--- src/rtl/mmf_pkg.sv ---
package mmf_pkg;
    typedef enum logic [2:0] {
        ST_IDLE,
        ST_PASS,
        ST_WAIT,
        ST_APPLY,
        ST_DONE
    } mmf_state_e;
endpackage

--- src/rtl/mmf_div.sv ---
module mmf_div #(
    parameter int W  = 16,
    parameter int DW = 3
) (
    input  logic          clk,
    input  logic          rst_n,
    input  logic          start,
    input  logic [W-1:0]  dividend,
    input  logic [DW-1:0] divisor,
    output logic [W-1:0]  quotient,
    output logic          valid
);
    localparam int CW = $clog2(W + 1);

    typedef struct packed {
        logic          busy;
        logic          vld;
        logic [CW-1:0] cnt;
        logic [W-1:0]  quo;
        logic [DW-1:0] rem;
        logic [DW-1:0] dvs;
        logic [W-1:0]  dvd;
    } div_state_t;

    div_state_t st_d, st_q;
    logic [DW:0] rem_sh;
    logic [DW:0] diff;

    always_comb begin
        st_d     = st_q;
        st_d.vld = 1'b0;
        rem_sh   = {st_q.rem, st_q.quo[W-1]};
        diff     = rem_sh - {1'b0, st_q.dvs};
        if (start) begin
            st_d.busy = 1'b1;
            st_d.cnt  = CW'(W);
            st_d.quo  = dividend;
            st_d.rem  = '0;
            st_d.dvs  = divisor;
            st_d.dvd  = dividend;
        end else if (st_q.busy) begin
            if (rem_sh >= {1'b0, st_q.dvs}) begin
                st_d.rem = diff[DW-1:0];
                st_d.quo = {st_q.quo[W-2:0], 1'b1};
            end else begin
                st_d.rem = rem_sh[DW-1:0];
                st_d.quo = {st_q.quo[W-2:0], 1'b0};
            end
            st_d.cnt = st_q.cnt - CW'(1);
            if (st_q.cnt == CW'(1)) begin
                st_d.busy = 1'b0;
                st_d.vld  = 1'b1;
            end
        end
    end

    always_ff @(posedge clk or negedge rst_n) begin
        if (!rst_n) st_q <= '0;
        else        st_q <= st_d;
    end

    assign quotient = st_q.quo;
    assign valid    = st_q.vld;

    AST_DIV_FLOOR: assert property (@(posedge clk) disable iff (!rst_n)
        valid |-> ((W+DW)'(st_q.quo) * (W+DW)'(st_q.dvs) <= (W+DW)'(st_q.dvd)) &&
                  ((W+DW)'(st_q.quo) * (W+DW)'(st_q.dvs) + (W+DW)'(st_q.dvs) > (W+DW)'(st_q.dvd)));
endmodule

--- src/rtl/mmf_lane.sv ---
module mmf_lane #(
    parameter int W = 16
) (
    input  logic         clk,
    input  logic         rst_n,
    input  logic [W-1:0] dem,
    input  logic [W-1:0] alloc,
    input  logic         active,
    input  logic [W-1:0] share,
    output logic [W-1:0] need,
    output logic         fits
);
    assign need = dem - alloc;
    assign fits = active && (need <= share);

    AST_ALLOC_LE_DEMAND: assert property (@(posedge clk) disable iff (!rst_n)
        alloc <= dem);
    AST_ZERO_SLOT: assert property (@(posedge clk) disable iff (!rst_n)
        (dem == '0) |-> (alloc == '0) && !active);
endmodule

--- src/rtl/mmf_alloc.sv ---
module mmf_alloc #(
    parameter int N = 4,
    parameter int W = 16
) (
    input  logic           clk,
    input  logic           rst_n,
    input  logic           start,
    input  logic [W-1:0]   capacity,
    input  logic [N*W-1:0] demand_flat,
    output logic [N*W-1:0] alloc_flat,
    output logic           done
);
    import mmf_pkg::*;

    localparam int LW = $clog2(N + 1);
    localparam int SW = W + LW;

    typedef struct packed {
        mmf_state_e          st;
        logic [N-1:0]        act;
        logic [N-1:0][W-1:0] dem;
        logic [N-1:0][W-1:0] alloc;
        logic [W-1:0]        cap;
        logic [W-1:0]        rem;
        logic [W-1:0]        share;
    } top_state_t;

    top_state_t q_q, q_d;

    logic [N-1:0][W-1:0] need;
    logic [N-1:0]        fits;
    logic [LW-1:0]       act_cnt;
    logic                div_start;
    logic [W-1:0]        div_quo;
    logic                div_valid;

    always_comb begin
        act_cnt = '0;
        for (int i = 0; i < N; i++) act_cnt = act_cnt + LW'(q_q.act[i]);
    end

    for (genvar g = 0; g < N; g++) begin : g_lane
        mmf_lane #(.W(W)) u_lane (
            .clk    (clk),
            .rst_n  (rst_n),
            .dem    (q_q.dem[g]),
            .alloc  (q_q.alloc[g]),
            .active (q_q.act[g]),
            .share  (q_q.share),
            .need   (need[g]),
            .fits   (fits[g])
        );
    end

    mmf_div #(.W(W), .DW(LW)) u_div (
        .clk      (clk),
        .rst_n    (rst_n),
        .start    (div_start),
        .dividend (q_q.rem),
        .divisor  (act_cnt),
        .quotient (div_quo),
        .valid    (div_valid)
    );

    always_comb begin
        q_d       = q_q;
        div_start = 1'b0;
        unique case (q_q.st)
            ST_IDLE, ST_DONE: begin
                if (start) begin
                    q_d.st    = ST_PASS;
                    q_d.dem   = demand_flat;
                    q_d.alloc = '0;
                    q_d.cap   = capacity;
                    q_d.rem   = capacity;
                    q_d.share = '0;
                    for (int i = 0; i < N; i++)
                        q_d.act[i] = (demand_flat[i*W +: W] != '0);
                end
            end
            ST_PASS: begin
                if (q_q.act == '0) begin
                    q_d.st = ST_DONE;
                end else begin
                    div_start = 1'b1;
                    q_d.st    = ST_WAIT;
                end
            end
            ST_WAIT: begin
                if (div_valid) begin
                    if (div_quo == '0) begin
                        q_d.st = ST_DONE;
                    end else begin
                        q_d.share = div_quo;
                        q_d.st    = ST_APPLY;
                    end
                end
            end
            ST_APPLY: begin
                if (|fits) begin
                    for (int i = 0; i < N; i++) begin
                        if (fits[i]) begin
                            q_d.alloc[i] = q_q.alloc[i] + need[i];
                            q_d.act[i]   = 1'b0;
                            q_d.rem      = q_d.rem - need[i];
                        end
                    end
                    q_d.st = ST_PASS;
                end else begin
                    for (int i = 0; i < N; i++) begin
                        if (q_q.act[i]) begin
                            q_d.alloc[i] = q_q.alloc[i] + q_q.share;
                            q_d.act[i]   = 1'b0;
                            q_d.rem      = q_d.rem - q_q.share;
                        end
                    end
                    q_d.st = ST_DONE;
                end
            end
            default: q_d.st = ST_IDLE;
        endcase
    end

    always_ff @(posedge clk or negedge rst_n) begin
        if (!rst_n) q_q <= '0;
        else        q_q <= q_d;
    end

    assign alloc_flat = q_q.alloc;
    assign done       = (q_q.st == ST_DONE);

    logic [SW-1:0] alloc_sum;
    logic [SW-1:0] dem_sum;
    always_comb begin
        alloc_sum = '0;
        dem_sum   = '0;
        for (int i = 0; i < N; i++) begin
            alloc_sum = alloc_sum + SW'(q_q.alloc[i]);
            dem_sum   = dem_sum + SW'(q_q.dem[i]);
        end
    end

    AST_TOTAL_LE_CAP: assert property (@(posedge clk) disable iff (!rst_n)
        alloc_sum <= SW'(q_q.cap));
    AST_ALL_FIT: assert property (@(posedge clk) disable iff (!rst_n)
        (done && dem_sum <= SW'(q_q.cap)) |-> (q_q.alloc == q_q.dem));
    AST_DONE_HOLD: assert property (@(posedge clk) disable iff (!rst_n)
        (done && !start) |=> done && $stable(alloc_flat));
    AST_BUSY_START_IGNORED: assert property (@(posedge clk) disable iff (!rst_n)
        (q_q.st != ST_IDLE && q_q.st != ST_DONE) |=> $stable(q_q.dem) && $stable(q_q.cap));
endmodule

--- config.mk ---
export PLATFORM = sky130hd
export DESIGN_NAME = mmf_alloc
export DESIGN_NICKNAME = d
export VERILOG_FILES = /design/src/rtl/mmf_pkg.sv /design/src/rtl/mmf_div.sv /design/src/rtl/mmf_lane.sv /design/src/rtl/mmf_alloc.sv
export SDC_FILE = /design/constraint.sdc
export NUM_CORES = 1
export LEC_CHECK = 0
export BUFFER_PORTS_ARGS = -buffer_cell sky130_fd_sc_hd__buf_4
export CORE_MARGIN = 8
export CORE_UTILIZATION = 29
export DETAILED_ROUTE_END_ITERATION = 7
export HOLD_SLACK_MARGIN = 0.02
export PLACE_DENSITY = 0.47
export SYNTH_ARGS = -nofsm -noshare
export SYNTH_HDL_FRONTEND = slang
export SYNTH_SLANG_ARGS = --single-unit
--- constraint.sdc ---
create_clock -name clk -period 9.2 [get_ports clk]
set_clock_uncertainty 0.05 [all_clocks]
set_input_delay 0 -clock clk [delete_from_list [all_inputs] [get_ports clk]]
set_output_delay 0 -clock clk [all_outputs]
set_load 0.02 [all_outputs]
* Word level (Yosys, flattened, before mapping)
Cells that the tools add are included.
** Operators by class
- Add/subtract/negate cells :: 25
- Order comparisons :: 5
- Eq/ne operators :: 16
- Mux-type cells :: 54
- Reductions and logical operators :: 28
** Operators by type and width (number)
- $mux 16 :: 31
- $sub 16x16->16 :: 12
- $mux 183 :: 1
- $add 16x16->16 :: 8
- $pmux 64 s2 :: 1
- $le 16x16->1 :: 4
- $mux 64 :: 1
- $pmux 16 s2 :: 2
- $reduce_bool 16->1 :: 4
- $mux 26 :: 1
- $mux 24 :: 1
- $reduce_and 4->1 :: 5
- $logic_not 16->1 :: 1
- $ne 3x2->1 const B :: 4
- $ne 3x3->1 const B :: 4
- $pmux 3 s4 :: 1
- $reduce_and 3->1 :: 4
- $mux 3 :: 3
- $mux 1 :: 8
- $pmux 4 s2 :: 1
- $mux 7 :: 1
- $eq 3x2->1 const B :: 2
- $reduce_and 2->1 :: 3
- $reduce_bool 2->1 :: 3
- other kinds (18) :: 22
** Word-level totals
- Flip-flop bits (word level) :: 212
- Output and inout bits :: 65
- Logic and storage cells :: 150

* Depth between registers and ports, before layout
Gate-level depths: netlist of the first run.
- Word-level depth :: 18
- Gate-level depth with buffers :: 54
- Gate-level depth less buffers :: 52

* Hierarchy
A second synthesis of the first run with hierarchy kept.
** Second synthesis, totals
- Cell total of the unflattened synthesis :: 3004
- Area, all modules :: 23503.8 µm²
** Modules (own cells, without submodules)
- mmf_alloc :: times used 1, cells each 2156, area an instance 17162.7 µm², sequential area each 4179.0 µm²
- mmf_lane (g_lane[0].u_lane ...) :: times used 3, cells each 180, area an instance 1222.4 µm², sequential area each 0.0 µm²
- mmf_div :: times used 1, cells each 154, area an instance 1552.7 µm², sequential area each 725.7 µm²
- mmf_lane (g_lane[3].u_lane) :: times used 1, cells each 154, area an instance 1121.1 µm², sequential area each 0.0 µm²

* Worst setup path after synthesis of the first run
OpenSTA, ideal clock, no wires.
- Path kind :: register to register
- Start point :: reg q_q (netlist bit alloc_flat[0])
- End point :: reg q_q[31] (netlist name)
- Setup time :: 0.124 ns
- Data arrival time :: 9.230 ns
- Data required time :: 9.026 ns
- Setup slack :: -0.203 ns
- Stages on the path, launching flop included :: 53
- Path buffers :: 3
- Period minus slack after synthesis :: 9.403 ns
- Cells stage by stage :: dfrtp_1 ha_1 fa_1 nor2b_1 o21ai_0 a21boi_0 o21ai_0 a21oi_1 o21ai_0 a21boi_0 o21ai_0 a21oi_1 mux2i_1 nand2_1 ha_1 nand4_1 nor2_1 and3_1 (+17 left out) ha_1 or3_1 o21ai_0 inv_1 o41ai_1 xnor2_1 nor2_1 o21bai_1 inv_1 ha_1 or3_1 a2111oi_0 o41ai_1 or2_2 mux2i_1 nor3_1 a32oi_1 nand2_1
** Between the ends
- Word-level cells in the longest chain between the ends :: 18
** RTL lines
- start, declared :: line mmf_alloc.sv:28 : top_state_t q_q, q_d;
- start signal, assigned :: line mmf_alloc.sv:126 : else q_q <= q_d;
- $sub 16x16->16 * :: line mmf_lane.sv:13 : assign need = dem - alloc;
- $le 16x16->1 :: line mmf_lane.sv:14 : assign fits = active && (need <= share);
- $logic_and 1x1->1 :: line mmf_lane.sv:14
- $mux 16 :: line mmf_alloc.sv:102 : if (fits[i]) begin
- $mux 16 :: line mmf_alloc.sv:100 : if (|fits) begin
- $mux 16 :: line mmf_alloc.sv:68 : unique case (q_q.st)
- $sub 16x16->16 :: line mmf_alloc.sv:105 : q_d.rem = q_d.rem - need[i];
- $mux 16 :: line mmf_alloc.sv:102
- (+2 left out)
- $sub 16x16->16 :: line mmf_alloc.sv:105
- $mux 16 :: line mmf_alloc.sv:102
- $mux 16 :: line mmf_alloc.sv:100
- $mux 16 :: line mmf_alloc.sv:68
- $sub 16x16->16 :: line mmf_alloc.sv:105
- $mux 16 :: line mmf_alloc.sv:102
- $mux 16 * :: line mmf_alloc.sv:100
- $pmux 16 s2 * :: line mmf_alloc.sv:68
Mark *: on every way between the ends. The rest lies on a longest branch, timed or not. The select of a mux whose other input is x is not followed.
A chain may end at the register's enable or synchronous reset.

* Worst setup path after layout of the first run
Same ends and word-level chain as after synthesis.

==> impl_metrics.ini, run 1 <==
[final_layout]
areaGrowthSynthToFinish_pct = 20.80
stdcell_area_um2 = 27160
mostFrequentLayoutCell = nand2_1
nNetsFinal = 3520
final_cell_mix = nand2_1 (404), buf_4 (311), ha_1 (306)
layout-drive-gt1-share = 0.1574
fillers = 8212

[place]
place_area_um2 = 25340
gp_congestion = 0.9539
numPortBuffers = 147
hpwl_um = 68010

[outcome]
status = finished clean

[routing]
wl_um = 86140
drt-initial-drc-count = 1460
drc = 0
ant_nets = 0
wl_per_cell_um = 20.71
drtPass1Iterations = 6
via_count = 21240
viasPerCell = 5.105

[floorplan]
die_h_um = 294.4
core_um2 = 77080
die_w_um = 294.4
start_util = 0.2917
io_pins = 148
core.rowCount = 102
die_area_um2 = 86690

[global_routing]
top_usage_layer = met2
grt_use_met1 = 0.2695
overflow = 0
grt_first_pass_wirelength_um = 128300
antenna_found_initial = 2
grt_use_met2 = 0.3117
gr-usage-met3 = 0.02974
grt_max_degree = 90
grt_usage = 0.1951
grt_pass1_vias = 20370

[yosys]
synth_flop_cell = dfrtp_1
yosysWarnings = 0
async_flop_share = 1.000
ys_ff_latch = 196
synth_top_area_frac = 0.2182
synth_edf_count = 0
synth_nets = 3253
syn-mean-instance-area_um2 = 7.919
synthCells = 2839
ys_seq_area_frac = 0.2182
synthTopCellsByArea = dfrtp_1 (22%), ha_1 (17%), nand2_1 (6.8%)
yosysUniqueCellTypes = 85
syn_area_um2 = 22480
yosysTopAreaCell = dfrtp_1

[sta]
final-hold-violation-count = 0
post-route-period-util = 0.9565
period_needed_ps = 8800
rsz0062_at_grt = true
final-setup-viol-count = 0
relSlewSlack = 0.1971
slew_viol_final = 0
tightest_slew_ps = 1174
max_freq_ghz = 0.1136

[critical_path]
path_max_fanout = 4
path_class = flip-flop to flip-flop
path_buf_inv = 3
required_ps = 9540
crit_arrival_ps = 9140
r2r_cells = 49
crit_path_max_incr_delay_ps = 400
crit_path_top_delay_cell = fa_2
startpoint_type = flip-flop
critPathTopFamily = compound AO/OA/AOI/OAI gates
path_depth = 49
worst_setup_path_end_kind = flip-flop

[clock_network]
clock_path_buffers = 2
cts.sinks = 196
htreeDepth = 4
clk_pin_slew_ps = 80
insertion_delay_ps = 510
cts_tree = yes
cts_buffers = 17
cts-root-buf = clkbuf_16

[flow_run]
max-cap-violations = 0

[min_path]
hold_class = primary input to asynchronous set/reset pin
-- sequential cells by signal, indices dropped and copies added, names as in the netlist --
name and flops:
u_div.quotient 16, alloc_flat 64, u_div.valid 1, u_div.rem_sh 3, u_div.st_q 9, q_q 103
-- per-stage QoR --
step,hold WS (ps),worst slack (ps),setup TNS [ps],cells,util
after CTS,44.53,30.09,0,4150,0.3475
after global routing,101.3,-123.4,-220.8,4159,0.3523
after floorplan,-345.6,25.22,0,2839,-
after global placement,28.07,-134.9,-151.1,4037,0.3287
final,39.43,400.2,0,4160,0.3523
after detailed placement,21.55,-225.5,-499.8,4037,0.3287
-- cell families after synthesis --
family          synth area share
compound gates            0.2164
flops                     0.2182
simple gates              0.1836
buf+inv                  0.07741
xor+xnor                 0.07385
fa+ha+maj                 0.1902
mux                      0.04040
-- worst register-to-register path, delay by kind of cell (launching register included) --
family | cells | cell delay, ps
xor+xnor | 2 | 220
fa+ha+maj | 6 | 1640
mux | 4 | 980
buf+inv | 3 | 290
compound gates | 23 | 3210
flops | 1 | 390
simple gates | 11 | 1920
-- layout make-up --
cell class / instances / area, µm² / area share
multi-input combinational: 2254 / 16200 / 0.5966
inverter: 240 / 900.9 / 0.03317
clock buffer: 17 / 425.4 / 0.01566
clock inverter: 15 / 188.9 / 0.006956
tap: 1040 / 1301 / 0.04791
sequential: 196 / 4905 / 0.1806
timing repair buffer: 397 / 3232 / 0.1190
antenna: 1 / 2.502 / 0.00009214
-- synth_stat cells, drive strengths merged, types with 29 or more instances --
master,instances
mux2,51
nor2b,47
nand2,407
mux2i,33
clkbuf,70
a21oi,175
o21ai,211
nand2b,34
nand3,52
inv,236
o21bai,29
nor2,152
a21o,67
dfrtp,196
ha,313
xor2,63
nor3,60
buf,79
o31ai,55
xnor2,124
-- path summary, 6_finish.rpt --
check | from | endpoint | slack (ps)
worst max-delay path | alloc_flat[0] | q_q[31] | 400
worst min-delay path | rst_n | q_q[133] | 40
worst max register to register | alloc_flat[0] | q_q[31] | 400
worst min register to register | q_q[114] | q_q[114] | 430
max in group asynchronous | rst_n | alloc_flat[32] | 7730
min in group clk | demand_flat[12] | q_q[124] | 190
-- routing by layer --
metal  vias up  routed length, µm
met1     10100              40690
met4         0               2269
met5         -                  0
met2       522              38950
li1      10520                  -
met3        92               4223
-- repair_timing --
item / 4_1_cts / 5_1_grt
gates resized for setup: 8 / 81
hold buffers: 81 / 0
endpoints found under the setup margin: 4 / 16
buffers inserted: 0 / 9
pin swaps: 4 / 29
hold endpoints to repair: 171 / 0
Power of run 1 is left out: the tool's default activity adds up to more than one toggle a clock period on the data nets, which glitch-free logic cannot reach.
==> inputs of run 2 (changes only) <==
Settings changed: RECOVER_POWER from default to 25.
==> run 2 against run 1 <==
Effect of this change: the flow now finishes with violations (max-capacitance violations, max-slew violations); worst hold slack improved by 150 ps; maximum frequency increased by 0.35%; global-route usage unchanged; count of clock-buffer cells in the layout unchanged; critical path depth unchanged; die area unchanged; routed wire length about the same; utilization decreased by 0.14 points; first-iteration DRC count increased by 4.3%; cell count about the same; sequential cell count unchanged; largest cell class unchanged.
==> impl_metrics.ini, run 2 (synthesized netlist as in run 1, its figures left out) <==
[outcome]
status = complete, but fails checks
violations = max-capacitance violations, max-slew violations

[clock_network]
clock_path_buffers = 2
cts-root-buf = clkbuf_16
clk_pin_slew_ps = 80
htreeDepth = 4
cts.sinks = 196
insertion_delay_ps = 510
cts_tree = yes
cts_buffers = 17

[global_routing]
grt_usage = 0.1951
overflow = 0
grt_first_pass_wirelength_um = 128300
grt_max_degree = 90
antenna_found_initial = 2
grt_pass1_vias = 20370

[sta]
rsz0062_at_grt = true
tightest_slew_ps = 5231
max_freq_ghz = 0.1140
setup_tns_ps = 0
whs_ps = 184.8
post-route-period-util = 0.9532
period_needed_ps = 8769
final-hold-violation-count = 0
final-setup-viol-count = 0
relSlewSlack = -2.488
slew_viol_final = 90

[final_layout]
final_cell_mix = nand2_1 (404), ha_1 (306), buf_4 (285)
nNetsFinal = 3520
areaGrowthSynthToFinish_pct = 20.33
top_register = q_q
mostFrequentLayoutCell = nand2_1
fin_cells = 4161
layout-drive-gt1-share = 0.1488
largest_reg_flops = 103

[routing]
wl_um = 86170
ant_nets = 0
drc = 0
drtPass1Iterations = 5
via_count = 21250
drt-initial-drc-count = 1523
viasPerCell = 5.107
wl_per_cell_um = 20.71

[critical_path]
r2r_start = alloc_flat[1]
required_ps = 9540
r2r_cells = 49
path_class = flip-flop to flip-flop
worst_setup_path_end_kind = flip-flop
crit_path_top_delay_cell = fa_2
path_max_fanout = 4
critPathLaunch = alloc_flat[1]
crit_arrival_ps = 9110
worstSetupEndpoint = q_q[31]
startpoint_type = flip-flop
worst-r2r-setup-slack_ps = 430
crit_path_max_incr_delay_ps = 400
regToRegEndpoint = q_q[31]

[floorplan]
die_w_um = 294.4
start_util = 0.2917
io_pins = 148
core.rowCount = 102
die_h_um = 294.4
die_area_um2 = 86690
core_um2 = 77080

[place]
gp_congestion = 0.9539
hpwl_um = 68010
numPortBuffers = 147
place_inst = 4037

[min_path]
hold_class = primary input to flip-flop
worstHoldPathCells = 4

[flow_run]
max-cap-violations = 1
-- run 2: changes by cell type in the layout (fill, tap and decap cells not counted) --
cell / previous run / this run
clkbuf_1: 0 / 27
diode_2: 1 / 2
buf_8: 1 / 0
buf_4: 311 / 285
-- run 2: area by class of cell --
cell class / count / area, µm²
multi-input cells: 2254 / 16200
clock buffers: 17 / 425.4
diodes: 2 / 5.005
repair buffers: 397 / 3123
inverters: 240 / 900.9
clock inverters: 15 / 188.9
flip-flops and latches: 196 / 4905
well taps: 1040 / 1301
fillers: 8227 / 50030
-- run 2: worst min path at each step --
stage	from	to	slack, ps
final	demand_flat[12]	q_q[124]	180
after CTS	rst_n	q_q[133]	40
after detailed placement	rst_n	q_q[133]	20
after floorplan	rst_n	alloc_flat[0]	-350
after global routing	demand_flat[58]	q_q[170]	160
after global placement	rst_n	q_q[133]	30
-- run 2: per-stage QoR --
step	cell area (µm²)	setup slack, ps	utilization
5_1_grt	27050	-123.4	0.3509
2_1_floorplan	22500	25.22	-
6_report	27050	430.6	0.3510
4_1_cts	26790	30.09	0.3475
3_5_place_dp	25340	-225.5	0.3287
3_3_place_gp	25340	-134.9	0.3287
-- run 2: timing repair --
item                       4_1_cts  5_1_grt
hold buffers                    81        0
resized for setup                8       81
setup endpoints to repair        4       16
gates cloned                     0        0
buffers inserted                 0        9
pin swaps                        4       29
hold endpoints to repair       171        0
-- run 2: routing by layer --
layer	routed length, µm	global-route usage
met1	40260	0.2695
met2	38970	0.3117
met3	4719	0.02974
met4	2222	0.05853
met5	0	0
-- run 2: worst max-delay path: cells and delay by family, from the launching register on --
family	cells	cell delay [ps]
compound gates	23	3200
fa+ha+maj	5	1480
mux	4	980
xor+xnor	2	220
flops	1	390
simple gates	11	1910
buf+inv	4	430
Power of run 2 is left out for the same reason.
==> inputs of run 3 (changes only) <==
Settings changed: CORE_MARGIN 8 to 4, CORE_UTILIZATION 29 to 55, PLACE_DENSITY 0.47 to 0.77.
Clock period 9.2 ns to 7.1 ns, I/O delays scaled along.
==> run 3 against run 2 <==
Effect of this change: the flow finishes with violations (max-capacitance violations, max-slew violations, negative setup slack); sequential cell count did not move; maximum frequency fell by 3.9%; design area rose by 20%; worst setup slack got worse by 2500 ps; largest cell class unchanged; highest routed layer is now met5.
==> impl_metrics.ini, run 3 (synthesized netlist as in run 1, its figures left out) <==
[outcome]
status = complete, but fails checks
violations = max-capacitance violations, max-slew violations, negative setup slack

[floorplan]
die_w_um = 210.2
start_util = 0.5607
core.rowCount = 73
die_area_um2 = 44180
io_pins = 148
die_h_um = 210.2
core_um2 = 40100

[sta]
whs_ps = 182.1
rsz0062_at_grt = true
final-hold-violation-count = 0
post-route-period-util = 1.285
fin_ws_ps = -2024
slew_viol_final = 122
final-setup-viol-count = 76
period_needed_ps = 9124
relSlewSlack = -1.483
tightest_slew_ps = 3724
max_freq_ghz = 0.1096

[final_layout]
final_cell_mix = buf_4 (835), nand2_1 (399), ha_1 (283)
mostFrequentLayoutCell = buf_4
nNetsFinal = 4099
largest_reg_flops = 103
top_register = q_q
stdcell_area_um2 = 32490
areaGrowthSynthToFinish_pct = 44.49
layout-drive-gt1-share = 0.3402

[clock_network]
cts_buffers = 17
cts.sinks = 196
htreeDepth = 4
insertion_delay_ps = 530
clk_pin_slew_ps = 80
cts-root-buf = clkbuf_16
clock_path_buffers = 2
cts_tree = yes

[global_routing]
grt_pass1_vias = 26230
grt_max_degree = 87
grt_usage = 0.4261
antenna_found_initial = 2
overflow = 0
grt_first_pass_wirelength_um = 147100

[routing]
via_count = 26840
drc = 0
wl_per_cell_um = 24.29
wl_um = 102700
viasPerCell = 6.349
drt-initial-drc-count = 2961
drtPass1Iterations = 8
ant_nets = 0

[place]
hpwl_um = 68180
place_area_um2 = 28250
gp_congestion = 1.030
place_ws_ps = -1838
numPortBuffers = 147

[critical_path]
crit_path_max_incr_delay_ps = 480
worst_setup_path_end_kind = flip-flop
required_ps = 7450
crit_path_top_delay_cell = or4_4
worst-r2r-setup-slack_ps = -2020
crit_arrival_ps = 9470
startpoint_type = flip-flop
path_class = flip-flop to flip-flop
critPathLaunch = alloc_flat[0]
r2r_start = alloc_flat[0]
r2r_cells = 49
regToRegEndpoint = q_q[31]
worstSetupEndpoint = q_q[31]
path_max_fanout = 4

[min_path]
hold_class = primary input to flip-flop

[flow_run]
max-cap-violations = 2
-- run 3: timing repair --
item / 4_1_cts / 5_1_grt
hold buffers: 83 / 0
pin swaps: 175 / 138
endpoints found under the setup margin: 57 / 59
hold endpoints to repair: 147 / 0
gates cloned: 3 / 0
buffers inserted: 121 / 49
resized for setup: 259 / 142
-- run 3: per-layer routing --
metal / share of wire / up-vias / track usage / routed length (µm)
met2: 0.45 / 1903 / 0.6760 / 45880
met4: 0.070 / 4 / 0.2239 / 7201
li1: - / 11690 / - / -
met5: 0.00022 / - / 0 / 23
met1: 0.37 / 12710 / 0.5355 / 38080
met3: 0.11 / 538 / 0.1110 / 11500
-- run 3: worst min-delay path by stage --
stage | start | depth (start not counted) | slack [ps] | end
floorplan | rst_n | 0 | -350 | alloc_flat[0]
global placement | rst_n | 1 | -10 | q_q[157]
detailed placement | rst_n | 1 | -7 | q_q[154]
CTS | rst_n | 3 | 60 | alloc_flat[38]
global route | demand_flat[26] | 4 | 200 | q_q[138]
finish | demand_flat[42] | 4 | 180 | q_q[154]
-- run 3: stage by stage --
| stage | util | cells | TNS [ps] |
|---|---|---|---|
| after global placement | 0.7046 | 3965 | -32450 |
| after global routing | 0.8099 | 4223 | -88770 |
| after CTS | 0.7904 | 4196 | -17870 |
| after detailed placement | 0.7046 | 3965 | -42860 |
| after floorplan | - | 2839 | -8453 |
| final | 0.8102 | 4228 | -66970 |
-- run 3: area by class of cell --
class,instances,area [µm²]
diodes,5,12.51
clock buffers,19,452.9
clock inverters,13,232.7
fillers,2425,7611
inverters,240,903.4
multi-input cells,2254,17450
flip-flops and latches,196,4906
well taps,525,656.9
repair buffers,976,7871
-- run 3: critical path, delay by kind of cell (launching register included) --
family	cells	cell delay, ps
buffers and inverters	3	290
XOR/XNOR	1	50
AND/OR/NAND/NOR	12	2100
adder cells (fa/ha/maj)	7	1840
multiplexers	4	930
AO/OA/AOI/OAI	22	3300
flip-flops	1	450
Power of run 3 is left out for the same reason.
